`src/rtl/spi_xfer_pkg.sv`:
```
package spi_xfer_pkg;

    typedef enum logic [1:0] {
        XS_IDLE = 2'd0,
        XS_RUN  = 2'd1,
        XS_HOLD = 2'd2
    } xfer_state_e;

    typedef struct packed {
        logic pol;
        logic pha;
    } bus_mode_t;

    // The next edge samples when it is leading and the phase is 0,
    // or trailing and the phase is 1.
    function automatic logic edge_samples(input logic next_is_leading, input logic pha);
        return next_is_leading ^ pha;
    endfunction

endpackage

```
`src/rtl/spi_xfer_timer.sv`:
```
module spi_xfer_timer #(
    parameter int DIV_W = 8
) (
    input  logic             clk,
    input  logic             rst,
    input  logic             run_i,
    input  logic [DIV_W-1:0] half_i,
    output logic             tick_o
);
    logic [DIV_W-1:0] cnt_q;

    assign tick_o = run_i && (cnt_q == half_i - DIV_W'(1));

    always_ff @(posedge clk) begin
        if (rst || !run_i || tick_o) begin
            cnt_q <= '0;
        end else begin
            cnt_q <= cnt_q + DIV_W'(1);
        end
    end


    cnt_range_chk: assert property (@(posedge clk) disable iff (rst)
        run_i |-> (cnt_q < half_i));

endmodule

```
`src/rtl/spi_xfer_shifter.sv`:
```
module spi_xfer_shifter #(
    parameter int W = 8
) (
    input  logic         clk,
    input  logic         rst,
    input  logic         load_i,
    input  logic [W-1:0] tx_i,
    input  logic         sample_i,
    input  logic         launch_i,
    input  logic         finish_i,
    input  logic         miso_i,
    output logic         mosi_o,
    output logic [W-1:0] rx_o
);
    logic [W-1:0] sh_q;
    logic         mosi_q;
    logic [W-1:0] rx_q;

    always_ff @(posedge clk) begin
        if (rst) begin
            sh_q   <= '0;
            mosi_q <= 1'b0;
            rx_q   <= '0;
        end else begin
            if (load_i) begin
                sh_q   <= tx_i;
                mosi_q <= tx_i[W-1];
            end else begin
                if (sample_i) begin
                    sh_q <= {sh_q[W-2:0], miso_i};
                end
                if (launch_i) begin
                    mosi_q <= sh_q[W-1];
                end
            end
            if (finish_i) begin
                rx_q <= sh_q;
            end
        end
    end

    assign mosi_o = mosi_q;
    assign rx_o   = rx_q;


    mosi_load_chk: assert property (@(posedge clk) disable iff (rst)
        load_i |=> (mosi_o == $past(tx_i[W-1])));


    rx_hold_chk: assert property (@(posedge clk) disable iff (rst)
        !finish_i |=> $stable(rx_o));


    no_mixed_edge_chk: assert property (@(posedge clk) disable iff (rst)
        !(sample_i && launch_i));

endmodule

```
`src/rtl/spi_xfer_ctrl.sv`:
```
module spi_xfer_ctrl
    import spi_xfer_pkg::*;
#(
    parameter int W     = 8,
    parameter int DIV_W = 8
) (
    input  logic             clk,
    input  logic             rst,
    input  logic             start_i,
    input  logic             cpol_i,
    input  logic             cpha_i,
    input  logic [DIV_W-1:0] div_i,
    input  logic             tick_i,
    output logic [DIV_W-1:0] half_o,
    output logic             load_o,
    output logic             sample_o,
    output logic             launch_o,
    output logic             finish_o,
    output logic             done_o,
    output logic             busy_o,
    output logic             sck_o,
    output logic             ss_n_o
);
    localparam int              EW        = $clog2(2 * W + 1);
    localparam logic [EW-1:0]   LAST_EDGE = EW'(2 * W - 1);
    localparam logic [EW-1:0]   ALL_EDGES = EW'(2 * W);

    xfer_state_e      state_q;
    bus_mode_t        mode_q;
    logic [DIV_W-1:0] half_q;
    logic [EW-1:0]    edge_q;
    logic             sck_q;
    logic             ss_n_q;
    logic             done_q;

    logic edge_now;
    logic next_leading;
    logic last_edge;

    assign edge_now     = (state_q == XS_RUN) && tick_i;
    assign next_leading = ~edge_q[0];
    assign last_edge    = (edge_q == LAST_EDGE);

    assign load_o   = (state_q == XS_IDLE) && start_i;
    assign sample_o = edge_now && edge_samples(next_leading, mode_q.pha);
    assign launch_o = edge_now && !edge_samples(next_leading, mode_q.pha) && !last_edge;
    assign finish_o = (state_q == XS_HOLD) && tick_i;

    always_ff @(posedge clk) begin
        if (rst) begin
            state_q <= XS_IDLE;
            mode_q  <= '0;
            half_q  <= DIV_W'(1);
            edge_q  <= '0;
            sck_q   <= 1'b0;
            ss_n_q  <= 1'b1;
            done_q  <= 1'b0;
        end else begin
            done_q <= 1'b0;
            unique case (state_q)
                XS_IDLE: begin
                    sck_q <= cpol_i;
                    if (start_i) begin
                        mode_q.pol <= cpol_i;
                        mode_q.pha <= cpha_i;
                        half_q     <= (div_i == '0) ? DIV_W'(1) : div_i;
                        edge_q     <= '0;
                        ss_n_q     <= 1'b0;
                        state_q    <= XS_RUN;
                    end
                end
                XS_RUN: begin
                    if (tick_i) begin
                        sck_q  <= ~sck_q;
                        edge_q <= edge_q + EW'(1);
                        if (last_edge) begin
                            state_q <= XS_HOLD;
                        end
                    end
                end
                XS_HOLD: begin
                    if (tick_i) begin
                        ss_n_q  <= 1'b1;
                        done_q  <= 1'b1;
                        state_q <= XS_IDLE;
                    end
                end
                default: state_q <= XS_IDLE;
            endcase
        end
    end

    assign half_o = half_q;
    assign done_o = done_q;
    assign busy_o = (state_q != XS_IDLE);
    assign sck_o  = sck_q;
    assign ss_n_o = ss_n_q;


    done_pulse_chk: assert property (@(posedge clk) disable iff (rst)
        done_o |=> !done_o);


    done_release_chk: assert property (@(posedge clk) disable iff (rst)
        done_o |-> ($rose(ss_n_o) && !busy_o));


    select_fall_chk: assert property (@(posedge clk) disable iff (rst)
        $fell(ss_n_o) |-> $past(!busy_o));


    sck_gated_chk: assert property (@(posedge clk) disable iff (rst)
        (busy_o && $past(busy_o) && !$stable(sck_o)) |-> (!ss_n_o && $past(!ss_n_o)));


    edge_bound_chk: assert property (@(posedge clk) disable iff (rst)
        edge_q <= ALL_EDGES);


    hold_idle_chk: assert property (@(posedge clk) disable iff (rst)
        (state_q == XS_HOLD) |-> (sck_o == mode_q.pol));


    idle_level_chk: assert property (@(posedge clk) disable iff (rst)
        (!busy_o && $past(!busy_o) && !$past(rst)) |-> (sck_o == $past(cpol_i)));

endmodule

```
`src/rtl/spi_xfer_master.sv`:
```
module spi_xfer_master #(
    parameter int W     = 8,
    parameter int DIV_W = 8
) (
    input  logic             clk,
    input  logic             rst,
    input  logic             start_i,
    input  logic [W-1:0]     tx_word_i,
    input  logic             cpol_i,
    input  logic             cpha_i,
    input  logic [DIV_W-1:0] div_i,
    input  logic             miso_i,
    output logic             sck_o,
    output logic             mosi_o,
    output logic             ss_n_o,
    output logic [W-1:0]     rx_word_o,
    output logic             done_o,
    output logic             busy_o
);
    logic [DIV_W-1:0] half_w;
    logic             tick_w;
    logic             load_w;
    logic             sample_w;
    logic             launch_w;
    logic             finish_w;
    logic             busy_w;

    spi_xfer_ctrl #(.W(W), .DIV_W(DIV_W)) u_ctrl (
        .clk      (clk),
        .rst      (rst),
        .start_i  (start_i),
        .cpol_i   (cpol_i),
        .cpha_i   (cpha_i),
        .div_i    (div_i),
        .tick_i   (tick_w),
        .half_o   (half_w),
        .load_o   (load_w),
        .sample_o (sample_w),
        .launch_o (launch_w),
        .finish_o (finish_w),
        .done_o   (done_o),
        .busy_o   (busy_w),
        .sck_o    (sck_o),
        .ss_n_o   (ss_n_o)
    );

    spi_xfer_timer #(.DIV_W(DIV_W)) u_timer (
        .clk    (clk),
        .rst    (rst),
        .run_i  (busy_w),
        .half_i (half_w),
        .tick_o (tick_w)
    );

    spi_xfer_shifter #(.W(W)) u_shift (
        .clk      (clk),
        .rst      (rst),
        .load_i   (load_w),
        .tx_i     (tx_word_i),
        .sample_i (sample_w),
        .launch_i (launch_w),
        .finish_i (finish_w),
        .miso_i   (miso_i),
        .mosi_o   (mosi_o),
        .rx_o     (rx_word_o)
    );

    assign busy_o = busy_w;

endmodule

```
`config.mk`:
```
export PLATFORM = sky130hd
export DESIGN_NAME = spi_xfer_master
export DESIGN_NICKNAME = d
export VERILOG_FILES = /design/src/rtl/spi_xfer_pkg.sv /design/src/rtl/spi_xfer_timer.sv /design/src/rtl/spi_xfer_shifter.sv /design/src/rtl/spi_xfer_ctrl.sv /design/src/rtl/spi_xfer_master.sv
export SDC_FILE = /design/constraint.sdc
export NUM_CORES = 1
export LEC_CHECK = 0
export ABC_CLOCK_PERIOD_IN_PS = 6960
export BUFFER_PORTS_ARGS = -buffer_cell sky130_fd_sc_hd__clkbuf_2
export CAP_MARGIN = 15
export CORE_MARGIN = 2
export CORE_UTILIZATION = 60
export CTS_BUF_LIST = sky130_fd_sc_hd__clkbuf_16
export DETAILED_ROUTE_END_ITERATION = 16
export PLACE_DENSITY = 0.84
export SLEW_MARGIN = 15
export SYNTH_ARGS = -nofsm -noshare
export SYNTH_HDL_FRONTEND = slang
export SYNTH_SLANG_ARGS = --single-unit
```
`constraint.sdc`:
```
create_clock -name clk -period 6.96 [get_ports clk]
set_input_delay 0 -clock clk [delete_from_list [all_inputs] [get_ports clk]]
set_output_delay 0 -clock clk [all_outputs]
set_load 0.02 [all_outputs]
```
==> results.md, run 1 <==
- Top FF cell, synth: dfxtp_1
- Post-Syn Area: 2152 sq um
- #FFs+latches synth: 44
- Setup Skew: 0.002542 ns
- CP required: 7.10 ns
- Post-synth EDFFs: 0
- First-pass GRT wire length: 8224 um
- Routed WL: 4758 um
- Synth top area cells: dfxtp_1 (41%), nor2_1 (6.6%), mux2i_1 (5.1%)
- Cells after Synth: 249
- Number of routed nets with antenna violations: 0
- Iter 0 DRT Violations: 87
- Final worst path period share: 44.20%
- Maxcap violations: 0
- Post-CTS Setup Bufs: 0
- Vias in the first global route: 1863
- Asr flop ratio synth: 0%
- Ports: 35
- Syn_nets: 275
- Die height: 63.89 um
- Core Area: 3390 sq um
- Total power: 0.5814 mW
- Fin. max-slew vios: 0
- Critical-path cell list: inv_1, ha_1, inv_1, nor4_1, o21ai_1, a2111oi_4, nor3_1, a2111oi_0
- Post-synthesis sequential area ratio: 40.93%
- Share of cells above drive strength 1: 18.66%
- Clk Latency, worst-skew pair: 0.28 ns
- Tmin final: 3.076 ns
- Largest net degree at the start of global routing: 39
- Synth unique cells: 43
- Crit-path slowest cell: a2111oi_4
- Peak supply drop: 0.1518 mV
- Diodes inserted: 0
- RSZ-0062 raised after global routing: false
- P per Cell Area: 228.2 nW/um^2
- Drt drc: 0
- Layout Nets: 312
- Slew at the pin with the worst max-slew slack: 0.9475 ns
- Status: complete, no violations
- Relative slew slack: 36.64%
- Drt pass-1 iters: 4
- Root Buffer: clkbuf_16
- Layout area overhead: 18.37%
- CP max stage delay: 0.84 ns
- Via/cell ratio: 5.776
- Die width: 63.89 um
- Initial core utilization: 63.49%
- HPWL Detailed: 3181 um
- IO buf count: 34
- Grt total ovfl: 0
- Gp weighted congestion: 0.8959
- All-layer global routing usage: 25.95%
- Die Area: 4082 sq um
- Synthesized area per cell: 8.643 sq um
- Clk slew on worst S/H paths: 0.05 ns
- Maximum clock path buffer count: 2
- Cell mode on critical path: inv_1
- Leak Pwr: 0.9963 nW
- Final setup fails: 0
- H-tree depth: 2
- Core Rows: 21
- Worst setup SP type: flop
- Hold Vio Cnt, Final: 0
- TNS Setup: 0 ns
- FMAX: 325.1 MHz
- Area share of the largest cell type after synthesis: 40.93%
- Post-synth top cells: dfxtp_1 (44), nor2_1 (38), nand2_1 (22)
- Critical path class: reg2reg
- DR WL/cell: 14.42 um
- Crit path arrival time: 3.21 ns
- TritonCTS clock tree: built
- Synth Warn #: 0
- Hold crit path type: in2reg
- Most frequent cell after synthesis: dfxtp_1
- Vias post-DR: 1906
- Leading area contributor after synthesis: dfxtp_1
- CTS Buf Count: 5
- Worst Path Max Fanout: 14
- Clock sink count: 44
- Antenna violations before repair: 0
- Cts hold-fix bufs: 10
- # resized after CTS: 0
- Worst Setup End Kind: flop
- Filler Cells Inserted: 235
-- state kept, by name, indices dropped and copies added (netlist names) --
name            flops
u_ctrl.done_o       1
u_shift.rx_o        8
u_shift.sh_q        8
u_ctrl.state_q      2
u_shift.mosi_o      1
u_ctrl.mode_q       1
u_ctrl.ss_n_o       1
u_ctrl.sck_o        1
u_ctrl.half_o       8
u_timer.cnt_q       8
u_ctrl.edge_q       5
-- worst max-delay path, delay by kind of cell (launching register included) --
family	cells	cell delay, ns
AOI/OAI and AO/OA	3	1.58
and+or+nand+nor	2	0.59
DFF	1	0.37
adders and majority gates	1	0.22
buffers and inverters	2	0.17
-- worst paths after layout --
path                            cells past startpoint             start  slack, ns          endpoint
worst max-delay path                                8  u_ctrl.half_o[0]       3.88   u_shift.sh_q[3]
worst min-delay path                                3      tx_word_i[1]      0.006   u_shift.sh_q[1]
worst max register to register                      8  u_ctrl.half_o[0]       3.88   u_shift.sh_q[3]
worst min register to register                      2  u_ctrl.half_o[7]       0.47  u_ctrl.half_o[7]
-- kinds of logic after synthesis --
| family | count (synthesis) | share of synthesized area [%] |
|---|---|---|
| XOR/XNOR | 15 | 6.105 |
| adder cells (fa/ha/maj) | 4 | 2.326 |
| multiplexers | 13 | 6.163 |
| AND/OR/NAND/NOR | 104 | 22.79 |
| flip-flops | 44 | 40.93 |
| AO/OA/AOI/OAI | 43 | 16.74 |
| buffers and inverters | 26 | 4.941 |
-- report_power, final --
group          switching (mW)  internal [mW]
logic                  0.0539         0.0397
clock network          0.0856          0.127
registers              0.0120          0.264
-- layout make-up --
type | instances | area [sq um] | share of cell area [%]
sequential | 44 | 880.8 | 34.58
multi-input combinational | 179 | 1165 | 45.73
clock buffer | 5 | 125.1 | 4.912
inverter | 11 | 41.29 | 1.621
tap | 46 | 57.56 | 2.259
timing repair buffer | 45 | 277.8 | 10.90
-- metrics by stage --
stage                     cells  worst slack (ns)  cell area (sq um)  hold slack [ns]  utilization (%)
after floorplan             249             4.494               2152           0.1360                -
after global placement      315             4.230               2322           0.2242            68.51
after detailed placement    315             4.047               2322           0.2314            68.51
after CTS                   330             3.912               2547          0.01162            75.16
after global routing        330             3.609               2547          0.01204            75.16
final                       330             3.884               2547         0.006125            75.16
-- layout by cell type (no fill, tap or decap), drive strengths merged, types with 4 or more instances in the layout --
master       synthesis  layout
nand4                4       4
dfxtp               44      44
a2111oi              8       8
nand2               22      22
inv                 11      11
dlygate4sd3          0      10
a21oi               16      16
and3                 4       4
ha                   4       4
xnor2                8       8
nor2                38      38
nand3                7       7
nor3                12      12
xor2                 7       7
mux2i               11      11
clkbuf              12      39
-- layer usage --
metal  up-vias  track usage [%]  part of all wire, %
met5         -                0                    0
met4         0            12.23                  1.7
met3         8            5.458                  3.0
met2        36            44.14                   51
met1       916            31.04                   44
li1        946                -                    -
Power figures use the tool's default switching activity.
==> inputs of run 2 (changes only) <==
ABC_CLOCK_PERIOD_IN_PS = 2700   (was 6960)
CORE_UTILIZATION = 50   (was 60)
PLACE_DENSITY = 0.75   (was 0.84)
clock period = 2.7 ns   (was 6.96 ns; I/O delays follow)
==> run 2 against run 1 <==
Clock power rose to 3.1 times the previous value. Sequential share of layout area fell by 1.8 points. Clock skew about the same. Register-to-register slack got worse by 3.8 ns. Combinational power grew to 2.8 times the previous value. Fmax is 17% higher. First-iteration DRC count is 23% higher. Power rose to 2.8 times the previous value. Critical path type unchanged. Critical endpoint is now u_shift.sh_q[2]. Largest cell class unchanged. Largest power group unchanged. Highest routed layer unchanged.
==> results.md, run 2 (same netlist as run 1, synthesis figures left out) <==
- Initial core utilization: 53.04%
- Fin Hold WS: 0.01653 ns
- Tmin final: 2.631 ns
- CTS Buf Count: 5
- Die height: 69.61 um
- Clk slew on worst S/H paths: 0.06 ns
- Via/cell ratio: 5.522
- Worst Setup End Kind: flop
- DR WL/cell: 13.83 um
- Leak Pwr: 1.068 nW
- Core Area: 4058 sq um
- Gp weighted congestion: 0.9275
- Peak supply drop: 0.5784 mV
- Diodes inserted: 0
- Layout Nets: 322
- Maxcap violations: 0
- First-pass GRT wire length: 7990 um
- H-tree depth: 2
- Layout area overhead: 25.23%
- Worst setup SP type: flop
- Core Rows: 23
- Status: complete, no violations
- FMAX: 380.1 MHz
- Iter 0 DRT Violations: 107
- Root Buffer: clkbuf_16
- Slew at the pin with the worst max-slew slack: 0.7833 ns
- Commonest non-fill, non-tap cell in the layout: dfxtp_1
- Commonest cells after routing, fill and taps aside: dfxtp_1 (43), nor2_1 (38), clkbuf_2 (34)
- Final worst path period share: 97.43%
- Maximum clock path buffer count: 2
- Drt drc: 0
- Clk Latency, worst-skew pair: 0.28 ns
- Die width: 69.61 um
- Worst Path Max Fanout: 13
- Relative slew slack: 47.78%
- Grt total ovfl: 0
- HPWL Detailed: 3149 um
- IO buf count: 34
- Vias in the first global route: 1783
- Vias post-DR: 1916
- Clock sink count: 44
- CP required: 2.85 ns
- Antenna violations before repair: 0
- Hold crit path type: in2reg
- Die Area: 4845 sq um
- P per Cell Area: 608.6 nW/um^2
- Setup Skew: 0.002787 ns
- TritonCTS clock tree: built
- Largest net degree at the start of global routing: 39
- Hold Vio Cnt, Final: 0
- Fin. max-slew vios: 0
- Total power: 1.640 mW
- Final setup fails: 0
- Crit path arrival time: 2.78 ns
- All-layer global routing usage: 20.20%
- Drt pass-1 iters: 4
- Share of cells above drive strength 1: 22.22%
- Ports: 35
- Critical path class: reg2reg
- Number of routed nets with antenna violations: 0
- Routed WL: 4799 um
[run 2: changes by cell type in the layout (fill, tap and decap cells not counted), moves of 2 or more]
cell	delta
a2111oi_0	-2
clkinv_1	+2
dlygate4sd3_1	+2
buf_4	+7
a2111oi_1	+2
[run 2: final timing paths]
path | from | slack [ns] | cells past startpoint | to
worst max register to register | u_ctrl.half_o[2] | 0.07 | 7 | u_shift.sh_q[2]
worst max-delay path | u_ctrl.half_o[2] | 0.07 | 7 | u_shift.sh_q[2]
worst min register to register | u_ctrl.half_o[7] | 0.47 | 2 | u_ctrl.half_o[7]
worst min-delay path | tx_word_i[1] | 0.02 | 3 | u_shift.sh_q[1]
[run 2: layout make-up]
class	count	area, sq um
fill	340	1363
sequential	44	882.1
multi-input combinational	179	1185
inverter	11	41.29
timing repair buffer	55	361.6
tap	50	62.56
clock inverter	3	37.54
clock buffer	5	125.1
[run 2: power breakdown]
group | leakage, nW | switching, mW | total (mW) | internal (mW)
registers | 0.359 | 0.0300 | 0.710 | 0.680
clock network | 0.0789 | 0.237 | 0.666 | 0.430
logic | 0.630 | 0.146 | 0.264 | 0.119
[run 2: critical path, cell delays in order (launching register included)]
cell,delay [ns]
dfxtp_1,0.38
or3_4,0.45
o31a_1,0.30
a211o_4,0.36
a2111oi_4,0.36
buf_6,0.21
nor3_1,0.06
a2111oi_1,0.37
[run 2: metrics by stage]
stage          cells  setup TNS [ns]  instance area, sq um  util [%]  setup WS (ns)
3_5_place_dp     325               0                  2372     58.46        0.05180
4_1_cts          345               0                  2655     65.43        0.04625
6_report         347               0                  2695     66.42        0.06930
5_1_grt          347         -0.1095                  2695     66.42       -0.04057
3_3_place_gp     325               0                  2372     58.46         0.2012
2_1_floorplan    249               0                  2152         -         0.2338
[run 2: repair_timing]
item,4_1_cts,5_1_grt
setup endpoints to repair,0,29
gates resized for setup,0,7
setup buffers,0,2
hold buffers,12,0
endpoints found under the hold margin,12,0
[run 2: per-layer routing]
metal	vias to the layer above	share of wire, %	global-route usage (%)
met5	-	0	0
met4	0	1.9	8.932
met3	10	4.6	4.651
met2	52	47	31.20
met1	882	46	26.87
li1	972	-	-
